<file path="config.mk">
export PLATFORM = sky130hd
export DESIGN_NAME = rx_ring_engine
export DESIGN_NICKNAME = d
export VERILOG_FILES = /design/src/rtl/rx_ring_engine.sv
export SDC_FILE = /design/constraint.sdc
export NUM_CORES = 1
export LEC_CHECK = 0
export ABC_CLOCK_PERIOD_IN_PS = 11200
export BUFFER_PORTS_ARGS = -buffer_cell sky130_fd_sc_hd__buf_2
export CAP_MARGIN = 20
export CORE_ASPECT_RATIO = 2
export CORE_MARGIN = 2
export CORE_UTILIZATION = 50
export CTS_CLUSTER_DIAMETER = 120
export DETAILED_ROUTE_END_ITERATION = 12
export PLACE_DENSITY = 0.71
export SYNTH_ARGS = -nofsm -noshare
export SYNTH_HDL_FRONTEND = slang
export SYNTH_SLANG_ARGS = --single-unit
</file>
<file path="constraint.sdc">
create_clock -name clk -period 11.2 [get_ports clk]
set_input_delay 0 -clock clk [delete_from_list [all_inputs] [get_ports clk]]
set_output_delay 0 -clock clk [all_outputs]
set_load 0.02 [all_outputs]
</file>
<file path="src/rtl/rx_ring_engine.sv">
module rx_ring_engine #(
  parameter int AW = 32,
  parameter int LW = 16,
  parameter int CW = 8,
  parameter int OCW = 16,
  parameter int MAX_LEN = 2044
) (
  input  logic           clk,
  input  logic           rst_n,
  input  logic           rx_en,
  input  logic [AW-1:0]  desc_base,
  input  logic [LW-1:0]  desc_ring_bytes,
  input  logic [AW-1:0]  stat_base,
  input  logic [LW-1:0]  stat_ring_bytes,
  input  logic           desc_grant_we,
  input  logic [CW-1:0]  desc_grant,
  input  logic           stat_grant_we,
  input  logic [CW-1:0]  stat_grant,
  input  logic           frm_valid,
  input  logic [15:0]    frm_len,
  input  logic [4:0]     frm_err,
  input  logic           frm_crc_incl,
  input  logic [31:0]    desc_word1,
  input  logic           irq_clr,
  output logic           rx_active,
  output logic [AW-1:0]  desc_addr,
  output logic           stat_wr_en,
  output logic [AW-1:0]  stat_wr_addr,
  output logic [31:0]    stat_wr_data,
  output logic [3:0]     int_sts,
  output logic [CW-1:0]  desc_credit,
  output logic [CW-1:0]  stat_credit,
  output logic [OCW-1:0] ovr_cnt
);
  localparam logic [AW-1:0] ENTRY_BYTES = AW'(8);

  typedef enum logic [1:0] {S_IDLE, S_W0, S_W1} st_t;
  st_t state;

  logic [AW-1:0] d_cur, s_cur;
  logic [31:0]   w0_q, w1_q;
  logic          irq_q;

  function automatic logic [AW-1:0] step(input logic [AW-1:0] cur,
                                         input logic [AW-1:0] base,
                                         input logic [LW-1:0] len);
    logic [AW-1:0] n;
    n = cur + ENTRY_BYTES;
    return (n >= base + AW'(len)) ? base : n;
  endfunction

  wire accept = frm_valid && rx_active && state == S_IDLE &&
                desc_credit != '0 && stat_credit != '0;
  wire drop   = frm_valid && rx_active && !accept;
  wire done   = state == S_W1;

  wire       too_long = frm_len > 16'(MAX_LEN);
  wire [4:0] flags    = {frm_err[4:2], frm_err[1] | too_long, frm_err[0]};
  wire       good     = flags == 5'd0;
  wire [31:0] w0_d    = {1'b1, good, 2'b11, 7'd0, flags, frm_crc_incl, 15'd0};
  wire [31:0] w1_d    = {1'b1, desc_word1[30:16], frm_len};

  assign desc_addr    = d_cur;
  assign stat_wr_en   = state != S_IDLE;
  assign stat_wr_addr = done ? s_cur + AW'(4) : s_cur;
  assign stat_wr_data = done ? w1_q : w0_q;
  assign int_sts      = {1'b0, irq_q, 2'b00};

  always_ff @(posedge clk or negedge rst_n) begin
    if (!rst_n) begin
      rx_active <= 1'b0;
      state     <= S_IDLE;
      w0_q      <= '0;
      w1_q      <= '0;
    end else begin
      rx_active <= rx_en;
      if (!rx_en) state <= S_IDLE;
      else begin
        case (state)
          S_IDLE: if (accept) begin
            state <= S_W0;
            w0_q  <= w0_d;
            w1_q  <= w1_d;
          end
          S_W0:    state <= S_W1;
          default: state <= S_IDLE;
        endcase
      end
    end
  end

  always_ff @(posedge clk or negedge rst_n) begin
    if (!rst_n) begin
      d_cur       <= '0;
      s_cur       <= '0;
      desc_credit <= '0;
      stat_credit <= '0;
    end else if (!rx_en) begin
      d_cur       <= desc_base;
      s_cur       <= stat_base;
      desc_credit <= '0;
      stat_credit <= '0;
    end else begin
      if (done) begin
        d_cur <= step(d_cur, desc_base, desc_ring_bytes);
        s_cur <= step(s_cur, stat_base, stat_ring_bytes);
      end
      desc_credit <= desc_credit + (desc_grant_we ? desc_grant : '0) - CW'(done);
      stat_credit <= stat_credit + (stat_grant_we ? stat_grant : '0) - CW'(done);
    end
  end

  always_ff @(posedge clk or negedge rst_n) begin
    if (!rst_n) begin
      irq_q   <= 1'b0;
      ovr_cnt <= '0;
    end else begin
      if (done) irq_q <= 1'b1;
      else if (irq_clr) irq_q <= 1'b0;
      if (drop) ovr_cnt <= ovr_cnt + OCW'(1);
    end
  end
endmodule

</file>
==> metrics.yaml <==
outcome:
  status: "finished clean"
worst_setup_path:
  start_kind: "input pin"
  worstPathArrival_ns: 5.99
  crit_path_end: "s_cur[10]"
  required_ns: 11.53
  r2r_setup_slack_ns: 5.87
  reg2reg_from: "s_cur[4]"
  crit_start: "stat_base[0]"
  reg2reg_depth: 16
  rr_endpoint: "s_cur[10]"
  critPathKind: "in2reg"
  critPathMaxFanout: 41
  crit_path_end_kind: "flop"
clock_tree:
  clockBufferDepth: 2
  cts-root-buf: "clkbuf_16"
  post-cts-setup-buffers: 0
  htreeDepth: 4
  ctsResizeCount: 0
  cts_made_buffers: 17
  cts.sink_count: 139
  cts.clk_slew.worst_paths_ns: 0.06
  tritoncts: "built"
  clock_latency_ns: 0.45
  postCtsHoldBufs: 98
yosys:
  synth_area_leaders: "dfrtp_1 (27%), ha_1 (13%), xnor2_1 (8.0%), nand2_1 (5.5%), mux2_2 (4.7%)"
  synth_top_area_cell: "dfrtp_1"
  synth_compound_area_share_pct: 13.9
  synthCells: 1531
  ys_ff_latch: 139
  syn_avg_cell_area_um2: 8.37
  yosysWarnings: 0
  synth_top_family_by_area: "simple AND/OR/NAND/NOR gates"
  synthXorXnorAreaFrac_pct: 10.9
  syn-cell-area_um2: 12800
  synth_top_area_share_pct: 27.2
  synthDistinctLibCells: 75
  synth_ff_type: "dfrtp_1"
  synth_fa_ha_area_share_pct: 13.1
  synthMuxAreaShare_pct: 6.15
  synth-seq-area-share_pct: 27.2
  async_flop_share_pct: 100
  synth_edf_count: 0
  synth_simple_gate_area_share_pct: 23.2
grt:
  overflow: 0
  grt_pass1_vias: 12675
  grt_pass1_wl_um: 62800
  grt_max_degree: 92
  track_usage_pct: 30.1
  antenna_found_initial: 2
timing:
  slew_headroom_pct: 26.9
  fmax_mhz: 177
  worst_pin_slew_ns: 1.10
  period_share_pct: 50.5
  drv_slew: 0
  rsz0062_at_grt: "no"
  fin_crit_ns: 5.65
  finalSetupTns_ns: 0
  finalClockSkew_ns: 0.00780
  setup_violations: 0
  hold_violations: 0
pwr:
  power_frac_comb_pct: 54.2
  fin_total_pwr_uw: 3490
  power.internal_uw: 1870
  switching_power_uw: 1620
  p_seq_share_pct: 29.0
  p_leak_uw: 0.00748
  clock_power_share_pct: 16.7
  sw_frac_of_total_pct: 46.4
  vdd_drop_max_mv: 0.139
  p_per_area_nw_per_um2: 220
route:
  wl_um: 40800
  drtAntennaViolNets: 0
  firstDrtPassIters: 5
  drc: 0
  vias: 12643
  drt_iter0_drc: 742
  wire_per_inst_um: 18.5
  via_per_inst: 5.74
place:
  io_buffers: 286
  place_inst: 2069
  place_area_um2: 14300
  dp_hpwl_um: 30800
  gp_congestion: 0.960
cells_and_area:
  final_layout_size_suffix_gt1_share_pct: 21.3
  nNetsFinal: 2155
  area_growth_pct: 24.2
  fin_cells: 2201
  final_area_um2: 15900
flow_run:
  drv_cap: 0
die:
  dieArea_um2: 27000
  die_h_um: 230
  core_um2: 25100
  start_util_pct: 51.0
  io_pins: 307
  fp-row-count: 82
  die_x_um: 117
hold_path:
  hold_class: "in2reg"
-- metrics by stage --
| step | util [%] | worst slack, ns | hold slack [ns] |
|---|---|---|---|
| final | 63.3 | 5.55 | 0.0368 |
| after global routing | 63.3 | 5.16 | 0.0390 |
| after CTS | 63.3 | 5.67 | 0.00854 |
| after detailed placement | 57.0 | 5.77 | 0.141 |
| after global placement | 57.0 | 5.82 | 0.133 |
| after floorplan | - | 7.24 | -0.296 |
-- placed cells by master (no fill, tap or decap), types with 24 or more instances in the layout --
cell type | synthesis | layout
mux2_2 | 54 | 54
and3_1 | 37 | 37
nand3_1 | 62 | 62
dlygate4sd3_1 | 0 | 98
xor2_1 | 43 | 43
dfrtp_1 | 139 | 139
ha_1 | 128 | 128
nand2_1 | 189 | 189
a21oi_1 | 79 | 79
and2_1 | 49 | 48
o21ai_0 | 67 | 67
nand4_1 | 33 | 33
inv_1 | 73 | 73
nor2_1 | 85 | 85
buf_2 | 21 | 285
nor3_1 | 26 | 26
a21o_1 | 24 | 24
xnor2_1 | 117 | 117
-- cell usage after synthesis, types with 26 or more instances --
cell,n
nand2_1,189
dfrtp_1,139
ha_1,128
xnor2_1,117
nor2_1,85
a21oi_1,79
inv_1,73
o21ai_0,67
nand3_1,62
clkbuf_1,60
mux2_2,54
and2_1,49
xor2_1,43
and3_1,37
nand4_1,33
nor3_1,26
-- flip-flops by register name, summed over array words and instances, names as in the netlist --
| name | cells |
|---|---|
| stat_credit | 8 |
| w0_q | 8 |
| irq_q | 1 |
| desc_addr | 32 |
| rx_active | 1 |
| s_cur | 32 |
| w1_q | 31 |
| ovr_cnt | 16 |
| state | 2 |
| desc_credit | 8 |
-- how the worst min path moves through the flow --
stage / from / end / slack, ns / cells after the start
6_report: rx_en / rx_active / 0.04 / 1
5_1_grt: stat_base[17] / s_cur[17] / 0.04 / 4
4_1_cts: stat_base[16] / s_cur[16] / 0.009 / 3
3_5_place_dp: rst_n / ovr_cnt[11] / 0.14 / 1
3_3_place_gp: rst_n / ovr_cnt[11] / 0.13 / 1
2_1_floorplan: rst_n / desc_addr[0] / -0.30 / 0
-- worst max-delay path, stage by stage --
cell           delay (ns)
dlygate4sd3_1        0.55
buf_2                0.13
ha_1                 0.22
inv_1                0.07
fa_1                 0.20
nor2b_1              0.07
o31ai_1              0.36
a21boi_0             0.23
a21bo_2              0.29
a221oi_2             0.80
nor4b_1              0.18
xnor2_1              0.18
ha_1                 0.19
a21o_1               0.15
a21o_1               0.18
a221oi_1             0.28
o31a_1               0.24
a2bb2oi_4            0.50
buf_4                0.52
mux2_2               0.39
o22a_1               0.20
-- routing by layer --
layer  routed length [um]  vias up  track usage [%]
met3                 1720      151             5.28
li1                     -     6039                -
met5                    0        -                0
met4                 2780        0             20.1
met2                22200      451             56.0
met1                14100     6002             28.9
-- power by group through the flow --
stage / clock network [uW] / logic, uW / registers (uW)
after global placement: 0 / 1810 / 1000
after floorplan: 0 / 1360 / 963
after global routing: 614 / 2090 / 1050
final: 584 / 1900 / 1020
after CTS: 598 / 1900 / 1010
after detailed placement: 0 / 1860 / 1020
-- cells by family (layout without fill, tap and decap cells) --
kind of cell	after synthesis	after routing
AND/OR/NAND/NOR	581	581
other	1	5
adder cells (fa/ha/maj)	132	132
flip-flops	139	139
XOR/XNOR	160	160
AO/OA/AOI/OAI	277	277
buffers and inverters	169	499
multiplexers	72	72
-- layout make-up --
type                    instances  area, um2
fillers                      2179       9230
multi-input cells            1225       8650
flip-flops and latches        139       3480
repair buffers                392       2480
clock buffers                  18        429
well taps                     336        420
inverters                      75        287
clock inverters                14        158
diodes                          2       5.00
No activity file was read; power rests on OpenSTA's default activity.
